**config.mk**
```make
export PLATFORM = sky130hd
export DESIGN_NAME = mdio_frame_ctrl
export DESIGN_NICKNAME = d
export VERILOG_FILES = /design/src/rtl/mdio_pkg.sv /design/src/rtl/mdio_mdc_gen.sv /design/src/rtl/mdio_frame_engine.sv /design/src/rtl/mdio_frame_ctrl.sv
export SDC_FILE = /design/constraint.sdc
export NUM_CORES = 1
export LEC_CHECK = 0
export ABC_CLOCK_PERIOD_IN_PS = 2590
export CELL_PAD_IN_SITES_DETAIL_PLACEMENT = 1
export CELL_PAD_IN_SITES_GLOBAL_PLACEMENT = 1
export CORE_AREA = 2 2 107 109
export DETAILED_ROUTE_END_ITERATION = 6
export DIE_AREA = 0 0 109 111
export MAX_ROUTING_LAYER = met4
export PLACE_DENSITY = 0.85
export REMOVE_ABC_BUFFERS = 1
export SYNTH_ARGS = -nofsm -noshare
export SYNTH_HDL_FRONTEND = slang
export SYNTH_SLANG_ARGS = --single-unit
```
**constraint.sdc**
```tcl
create_clock -name clk_i -period 2.59 [get_ports clk_i]
set_clock_uncertainty 0.05 [all_clocks]
set_input_delay 0.518 -clock clk_i [delete_from_list [all_inputs] [get_ports clk_i]]
set_output_delay 0.518 -clock clk_i [all_outputs]
set_load 0.02 [all_outputs]
```
**src/rtl/mdio_pkg.sv**
```systemverilog
package mdio_pkg;
  typedef enum logic {S_IDLE, S_RUN} eng_state_e;
  localparam logic [1:0] OP_WR = 2'b01;
  localparam logic [1:0] OP_RD = 2'b10;
endpackage

```
**src/rtl/mdio_mdc_gen.sv**
```systemverilog
module mdio_mdc_gen #(
  parameter int SEL_W     = 2,
  parameter int BASE_HALF = 4
) (
  input  logic             clk_i,
  input  logic             rst_ni,
  input  logic             en_i,
  input  logic [SEL_W-1:0] sel_i,
  output logic             mdc_o,
  output logic             rise_o,
  output logic             fall_o
);
  localparam int MAX_HALF = BASE_HALF << ((1 << SEL_W) - 1);
  localparam int CNT_W    = $clog2(MAX_HALF);

  logic [CNT_W-1:0] cnt_q;
  logic             mdc_q;
  logic [CNT_W:0]   half_m1;
  logic             wrap;

  assign half_m1 = ((CNT_W+1)'(BASE_HALF) << sel_i) - (CNT_W+1)'(1);
  assign wrap    = en_i && ({1'b0, cnt_q} >= half_m1);
  assign rise_o  = wrap && !mdc_q;
  assign fall_o  = wrap && mdc_q;
  assign mdc_o   = mdc_q;

  always_ff @(posedge clk_i or negedge rst_ni) begin
    if (!rst_ni) begin
      cnt_q <= '0;
      mdc_q <= 1'b0;
    end else if (!en_i) begin
      cnt_q <= '0;
      mdc_q <= 1'b0;
    end else if (wrap) begin
      cnt_q <= '0;
      mdc_q <= ~mdc_q;
    end else begin
      cnt_q <= cnt_q + 1'b1;
    end
  end

  assert_mdc_rise_needs_en_R2: assert property (@(posedge clk_i) disable iff (!rst_ni)
    $rose(mdc_o) |-> $past(en_i));
endmodule

```
**src/rtl/mdio_frame_engine.sv**
```systemverilog
module mdio_frame_engine
  import mdio_pkg::*;
#(
  parameter int FRAME_W = 32,
  parameter int PRE_LEN = 32,
  parameter int DATA_W  = 16
) (
  input  logic               clk_i,
  input  logic               rst_ni,
  input  logic               en_i,
  input  logic               we_i,
  input  logic [FRAME_W-1:0] wdata_i,
  input  logic               mdc_i,
  input  logic               rise_i,
  input  logic               fall_i,
  input  logic               mdio_i,
  output logic [FRAME_W-1:0] frame_o,
  output logic               idle_o,
  output logic               mdio_o,
  output logic               mdio_oe_o
);
  localparam int TOTAL  = PRE_LEN + FRAME_W;
  localparam int CNT_W  = $clog2(TOTAL + 1);
  localparam int OP_LO  = FRAME_W - 4;
  // index of the second turnaround bit and of the first data bit
  localparam logic [CNT_W-1:0] REL_IDX  = CNT_W'(PRE_LEN + FRAME_W - 1 - DATA_W);
  localparam logic [CNT_W-1:0] DATA_IDX = CNT_W'(PRE_LEN + FRAME_W - DATA_W);
  localparam logic [CNT_W-1:0] TOTAL_C  = CNT_W'(TOTAL);
  localparam logic [CNT_W-1:0] PRE_C    = CNT_W'(PRE_LEN);

  eng_state_e         state_q;
  logic [FRAME_W-1:0] frame_q, sh_q;
  logic [DATA_W-1:0]  cap_q;
  logic [CNT_W-1:0]   bit_n_q;
  logic               rd_q, mdio_q, oe_q;
  logic               next_bit, in_frame;

  assign in_frame = bit_n_q >= PRE_C;
  assign next_bit = in_frame ? sh_q[FRAME_W-1] : 1'b1;

  always_ff @(posedge clk_i or negedge rst_ni) begin
    if (!rst_ni) begin
      state_q <= S_IDLE;
      frame_q <= '0;
      sh_q    <= '0;
      cap_q   <= '0;
      bit_n_q <= '0;
      rd_q    <= 1'b0;
      mdio_q  <= 1'b1;
      oe_q    <= 1'b0;
    end else begin
      unique case (state_q)
        S_IDLE: begin
          if (we_i) begin
            frame_q <= wdata_i;
            if (en_i) begin
              state_q <= S_RUN;
              sh_q    <= wdata_i;
              bit_n_q <= '0;
              rd_q    <= (wdata_i[OP_LO+1:OP_LO] == OP_RD);
            end
          end
        end
        S_RUN: begin
          if (fall_i) begin
            if (bit_n_q < TOTAL_C) begin
              mdio_q  <= next_bit;
              oe_q    <= !(rd_q && bit_n_q >= REL_IDX);
              bit_n_q <= bit_n_q + 1'b1;
              if (in_frame) sh_q <= {sh_q[FRAME_W-2:0], 1'b0};
            end else begin
              mdio_q  <= 1'b1;
              oe_q    <= 1'b0;
              state_q <= S_IDLE;
              if (rd_q) frame_q[DATA_W-1:0] <= cap_q;
            end
          end
          if (rise_i && rd_q && bit_n_q > DATA_IDX)
            cap_q <= {cap_q[DATA_W-2:0], mdio_i};
        end
        default: state_q <= S_IDLE;
      endcase
    end
  end

  assign frame_o   = frame_q;
  assign idle_o    = (state_q == S_IDLE);
  assign mdio_o    = mdio_q;
  assign mdio_oe_o = oe_q;

  assert_oe_moves_on_fall_R3: assert property (@(posedge clk_i) disable iff (!rst_ni)
    !$stable(mdio_oe_o) |-> $fell(mdc_i));
  assert_dout_moves_on_fall_R3: assert property (@(posedge clk_i) disable iff (!rst_ni)
    !$stable(mdio_o) |-> $fell(mdc_i));
  assert_read_released_R4: assert property (@(posedge clk_i) disable iff (!rst_ni)
    (state_q == S_RUN && rd_q && bit_n_q > REL_IDX) |-> !mdio_oe_o);
  assert_idle_no_drive_R6: assert property (@(posedge clk_i) disable iff (!rst_ni)
    idle_o |-> !mdio_oe_o);
  assert_busy_write_ignored_R8: assert property (@(posedge clk_i) disable iff (!rst_ni)
    (state_q == S_RUN && we_i && !(fall_i && bit_n_q == TOTAL_C)) |=> $stable(frame_o));
endmodule

```
**src/rtl/mdio_frame_ctrl.sv**
```systemverilog
module mdio_frame_ctrl #(
  parameter int FRAME_W   = 32,
  parameter int PRE_LEN   = 32,
  parameter int DATA_W    = 16,
  parameter int SEL_W     = 2,
  parameter int BASE_HALF = 4
) (
  input  logic               clk_i,
  input  logic               rst_ni,
  input  logic               port_en_i,
  input  logic [SEL_W-1:0]   div_sel_i,
  input  logic               frame_we_i,
  input  logic [FRAME_W-1:0] frame_wdata_i,
  output logic [FRAME_W-1:0] frame_rdata_o,
  output logic               idle_o,
  output logic               mdc_o,
  output logic               mdio_o,
  output logic               mdio_oe_o,
  input  logic               mdio_i
);
  logic mdc, rise, fall;

  mdio_mdc_gen #(.SEL_W(SEL_W), .BASE_HALF(BASE_HALF)) u_mdc (
    .clk_i (clk_i),
    .rst_ni(rst_ni),
    .en_i  (port_en_i),
    .sel_i (div_sel_i),
    .mdc_o (mdc),
    .rise_o(rise),
    .fall_o(fall)
  );

  mdio_frame_engine #(.FRAME_W(FRAME_W), .PRE_LEN(PRE_LEN), .DATA_W(DATA_W)) u_eng (
    .clk_i    (clk_i),
    .rst_ni   (rst_ni),
    .en_i     (port_en_i),
    .we_i     (frame_we_i),
    .wdata_i  (frame_wdata_i),
    .mdc_i    (mdc),
    .rise_i   (rise),
    .fall_i   (fall),
    .mdio_i   (mdio_i),
    .frame_o  (frame_rdata_o),
    .idle_o   (idle_o),
    .mdio_o   (mdio_o),
    .mdio_oe_o(mdio_oe_o)
  );

  assign mdc_o = mdc;
endmodule

```
==> results of run 1 <==
-- state kept, by name, summed over array words and instances (netlist names), 5 cells and up --
register	cells
u_eng.bit_n_q	7
u_eng.cap_q	16
u_eng.frame_o	32
u_eng.sh_q	32
u_mdc.cnt_q	5
-- per-stage QoR --
step                instances  setup slack (ns)  utilization (%)  TNS [ns]
global placement          640            -0.122             48.1     -4.13
detailed placement        640            -0.209             48.1     -9.67
finish                    656             0.127             51.0         0
global route              656          0.000125             51.0         0
floorplan                 406            -0.960                -    -48.65
CTS                       655             0.131             51.0         0
-- synthesized netlist by cell type, drive strengths merged (6+ instances only) --
| cell type | n |
|---|---|
| clkbuf | 9 |
| mux2i | 18 |
| nand2 | 63 |
| xor2 | 6 |
| nor2 | 60 |
| nor2b | 17 |
| buf | 17 |
| dfrtp | 96 |
| a21oi | 79 |
| mux2 | 17 |
-- power groups by stage --
stage          clock (mW)  combinational [mW]  sequential (mW)
3_3_place_gp            0               0.297             1.64
3_5_place_dp            0               0.309             1.65
2_1_floorplan           0              0.0817             1.68
5_1_grt              1.53               0.339             1.63
4_1_cts              1.46               0.311             1.62
6_report             1.43               0.304             1.62
-- path summary, 6_finish.rpt --
check	endpoint	slack (ns)	cells after the start	startpoint
setup / recovery	u_eng.cap_q[13]$_DFFE_PN0P_	0.13	8	div_sel_i[0]
hold / removal	u_eng.cap_q[12]$_DFFE_PN0P_	0.08	1	rst_ni
setup reg to reg	u_eng.cap_q[13]$_DFFE_PN0P_	0.47	6	u_mdc.cnt_q[3]$_DFF_PN0_
hold reg to reg	u_mdc.cnt_q[0]$_DFF_PN0_	0.42	1	u_mdc.cnt_q[0]$_DFF_PN0_
max in group asynchronous	u_eng.rd_q$_DFFE_PN0P_	1.71	2	rst_ni
min in group clk_i	u_mdc.cnt_q[0]$_DFF_PN0_	0.42	1	u_mdc.cnt_q[0]$_DFF_PN0_
-- worst max-delay path: cells and delay by family --
family                     cells  cell delay [ns]
AOI/OAI and AO/OA              2             0.53
adders and majority gates      1             0.31
buffers and inverters          1             0.50
muxes                          1             0.39
and+or+nand+nor                3             0.37
-- area by class of cell --
class	instances	area (µm²)
fillers	1221	5430
flip-flops and latches	97	2430
multi-input cells	304	1790
repair buffers	91	903
clock buffers	11	243
well taps	143	179
clock inverters	4	77.6
inverters	5	18.8
diodes	1	2.50
-- per-layer routing --
metal / track usage (%) / part of all wire (%)
met1: 24.3 / 43
met2: 33.7 / 52
met3: 3.29 / 3.9
met4: 7.52 / 1.6
met5: - / 0
-- cell families (layout without fill, tap and decap cells) --
| logic type | Yosys count | count (layout) |
|---|---|---|
| buffers and inverters | 31 | 111 |
| AO/OA/AOI/OAI | 96 | 96 |
| multiplexers | 35 | 35 |
| XOR/XNOR | 8 | 8 |
| other | 0 | 1 |
| AND/OR/NAND/NOR | 160 | 160 |
| flip-flops | 97 | 97 |
| adder cells (fa/ha/maj) | 5 | 5 |
==> impl_results.md, run 1 <==
- Run status: complete, no violations
- Starting Density: 39.4%
- DRT iter0 DRCs: 95
- Detailed Place HPWL: 7600 µm
- Via-to-Cell Ratio: 5.16
- Most common cell after layout, fill and taps aside: dfrtp_1
- Final WL: 10900 µm
- Mux cell area share after synthesis: 9.37%
- Relative slew margins: 68.5%
- Hold Buf Count CTS: 0
- Buffers on Ports: 74
- Final setup vio count: 0
- CP max stage delay: 0.50 ns
- Core area: 0.0111 mm²
- Worst hold slack: 0.0758 ns
- Hold Vio Cnt, Final: 0
- Largest family of logic cells by synthesized area: simple AND/OR/NAND/NOR gates
- Ys Warns: 0
- CTS Root Cell: clkbuf_16
- Worst Setup Start Kind: input port
- DR pass1 iterations: 4
- DRC errors left: 0
- Remaining Overflow, GRT: 0
- Area share of fa/ha/maj cells after synthesis: 1.43%
- Post-placement cell area: 0.00533 mm²
- Worst-case clock buffer depth: 2
- RSZ-0062 raised after global routing: false
- CP Cell Sequence: clkdlybuf4s50_1 > nand2_1 > ha_1 > a41oi_1 > o21a_1 > nor3_4 > nand2_4 > mux2_2
- CTS tree: yes
- Number of max-cap violations: 0
- Synth Area in Compound Gates: 12.1%
- Synth cell types: 39
- Post-synth EDFFs: 0
- Maximum VDD drop: 0.000289 V
- Psw: 0.746 mW
- Synth area leader: dfrtp_1
- Crit path DAT: 2.63 ns
- Layout area overhead: 29.3%
- Sequential Power Share: 48.3%
- Critical path class: in2reg
- Largest net degree at the start of global routing: 46
- Yosys top cell area share: 55.0%
- Initial antenna violation count: 1
- Tot GR Track Use: 20.2%
- Worst Max-Slew Pin Slew: 0.473 ns
- Site Rows: 39
- Drt wl/cell: 16.6 µm
- Vias in the first global route: 3791
- Fin crit period: 2.46 ns
- Logic pwr share: 9.1%
- Fmax achieved: 406 MHz
- Final nets: 552
- Period utilization: 95.1%
- Die area: 0.0121 mm²
- Layout cell share with drive strength beyond 1: 11.3%
- Sw Ratio: 22.3%
- Synthesized area: 0.00437 mm²
- Yosys reg bits: 97
- I/O Pins: 75
- Post-CTS Repair Setup Buffers: 0
- Worst Path Max Fanout: 16
- Avg Cell Area, Syn: 10.1 µm²
- Sink Count: 97
- Routed Antenna Nets: 0
- Worst-skew pair later-pin latency: 0.34 ns
- Pleak: 2.70 nW
- Clock network power share: 42.6%
- Synth Area in Simple Gates: 16.4%
- TritonCTS Buffers: 9
- Cts repair resizes: 0
- Max Slew Vio Count: 0
- Hold Crit Class: in2async
- Post-synthesis xor/xnor area fraction: 1.60%
- Via count: 3386
- Global-route wire length before repair: 18500 µm
- Ys async rst share: 100%
- Sequential share of the synthesized area: 55.6%
- RD Place Congestion: 0.840
- Clock transition at the registers of the reported paths: 0.07 ns
- Dominant cells by area after synthesis: dfrtp_1 (55%), a21oi_1 (9.1%), nand2_1 (5.3%), nor2_1 (5.2%), mux2i_1 (4.1%)
- Die Y: 111 µm
- Mapped Cells: 432
- CP max-delay cell: clkdlybuf4s50_1
- H-tree Lvls: 3
- Commonest non-fill, non-tap cells in the layout: dfrtp_1 (95), a21oi_1 (79), clkdlybuf4s50_1 (73), nand2_1 (62), nor2_1 (60)
- Pwr dens: 594 mW/mm²
- Total chip power: 3.35 mW
- Main synth FF type: dfrtp_1
- CP Capture Type: register
- Post-route cell area: 0.00565 mm²
- Power Internal: 2.61 mW
- Worst Path Required: 2.76 ns
- Die X: 109 µm
(Power assumes the default switching activity.)
==> run 2: changes to the inputs <==
- HOLD_SLACK_MARGIN: unset -> 0.03
==> results of run 2 <==
No change in the layout: final DEF, timing and power equal those of run 1.
==> run 3: changes to the inputs <==
- SKIP_LAST_GASP: unset -> 1
==> results of run 3 <==
No change in the layout: final DEF, timing and power equal those of run 1.
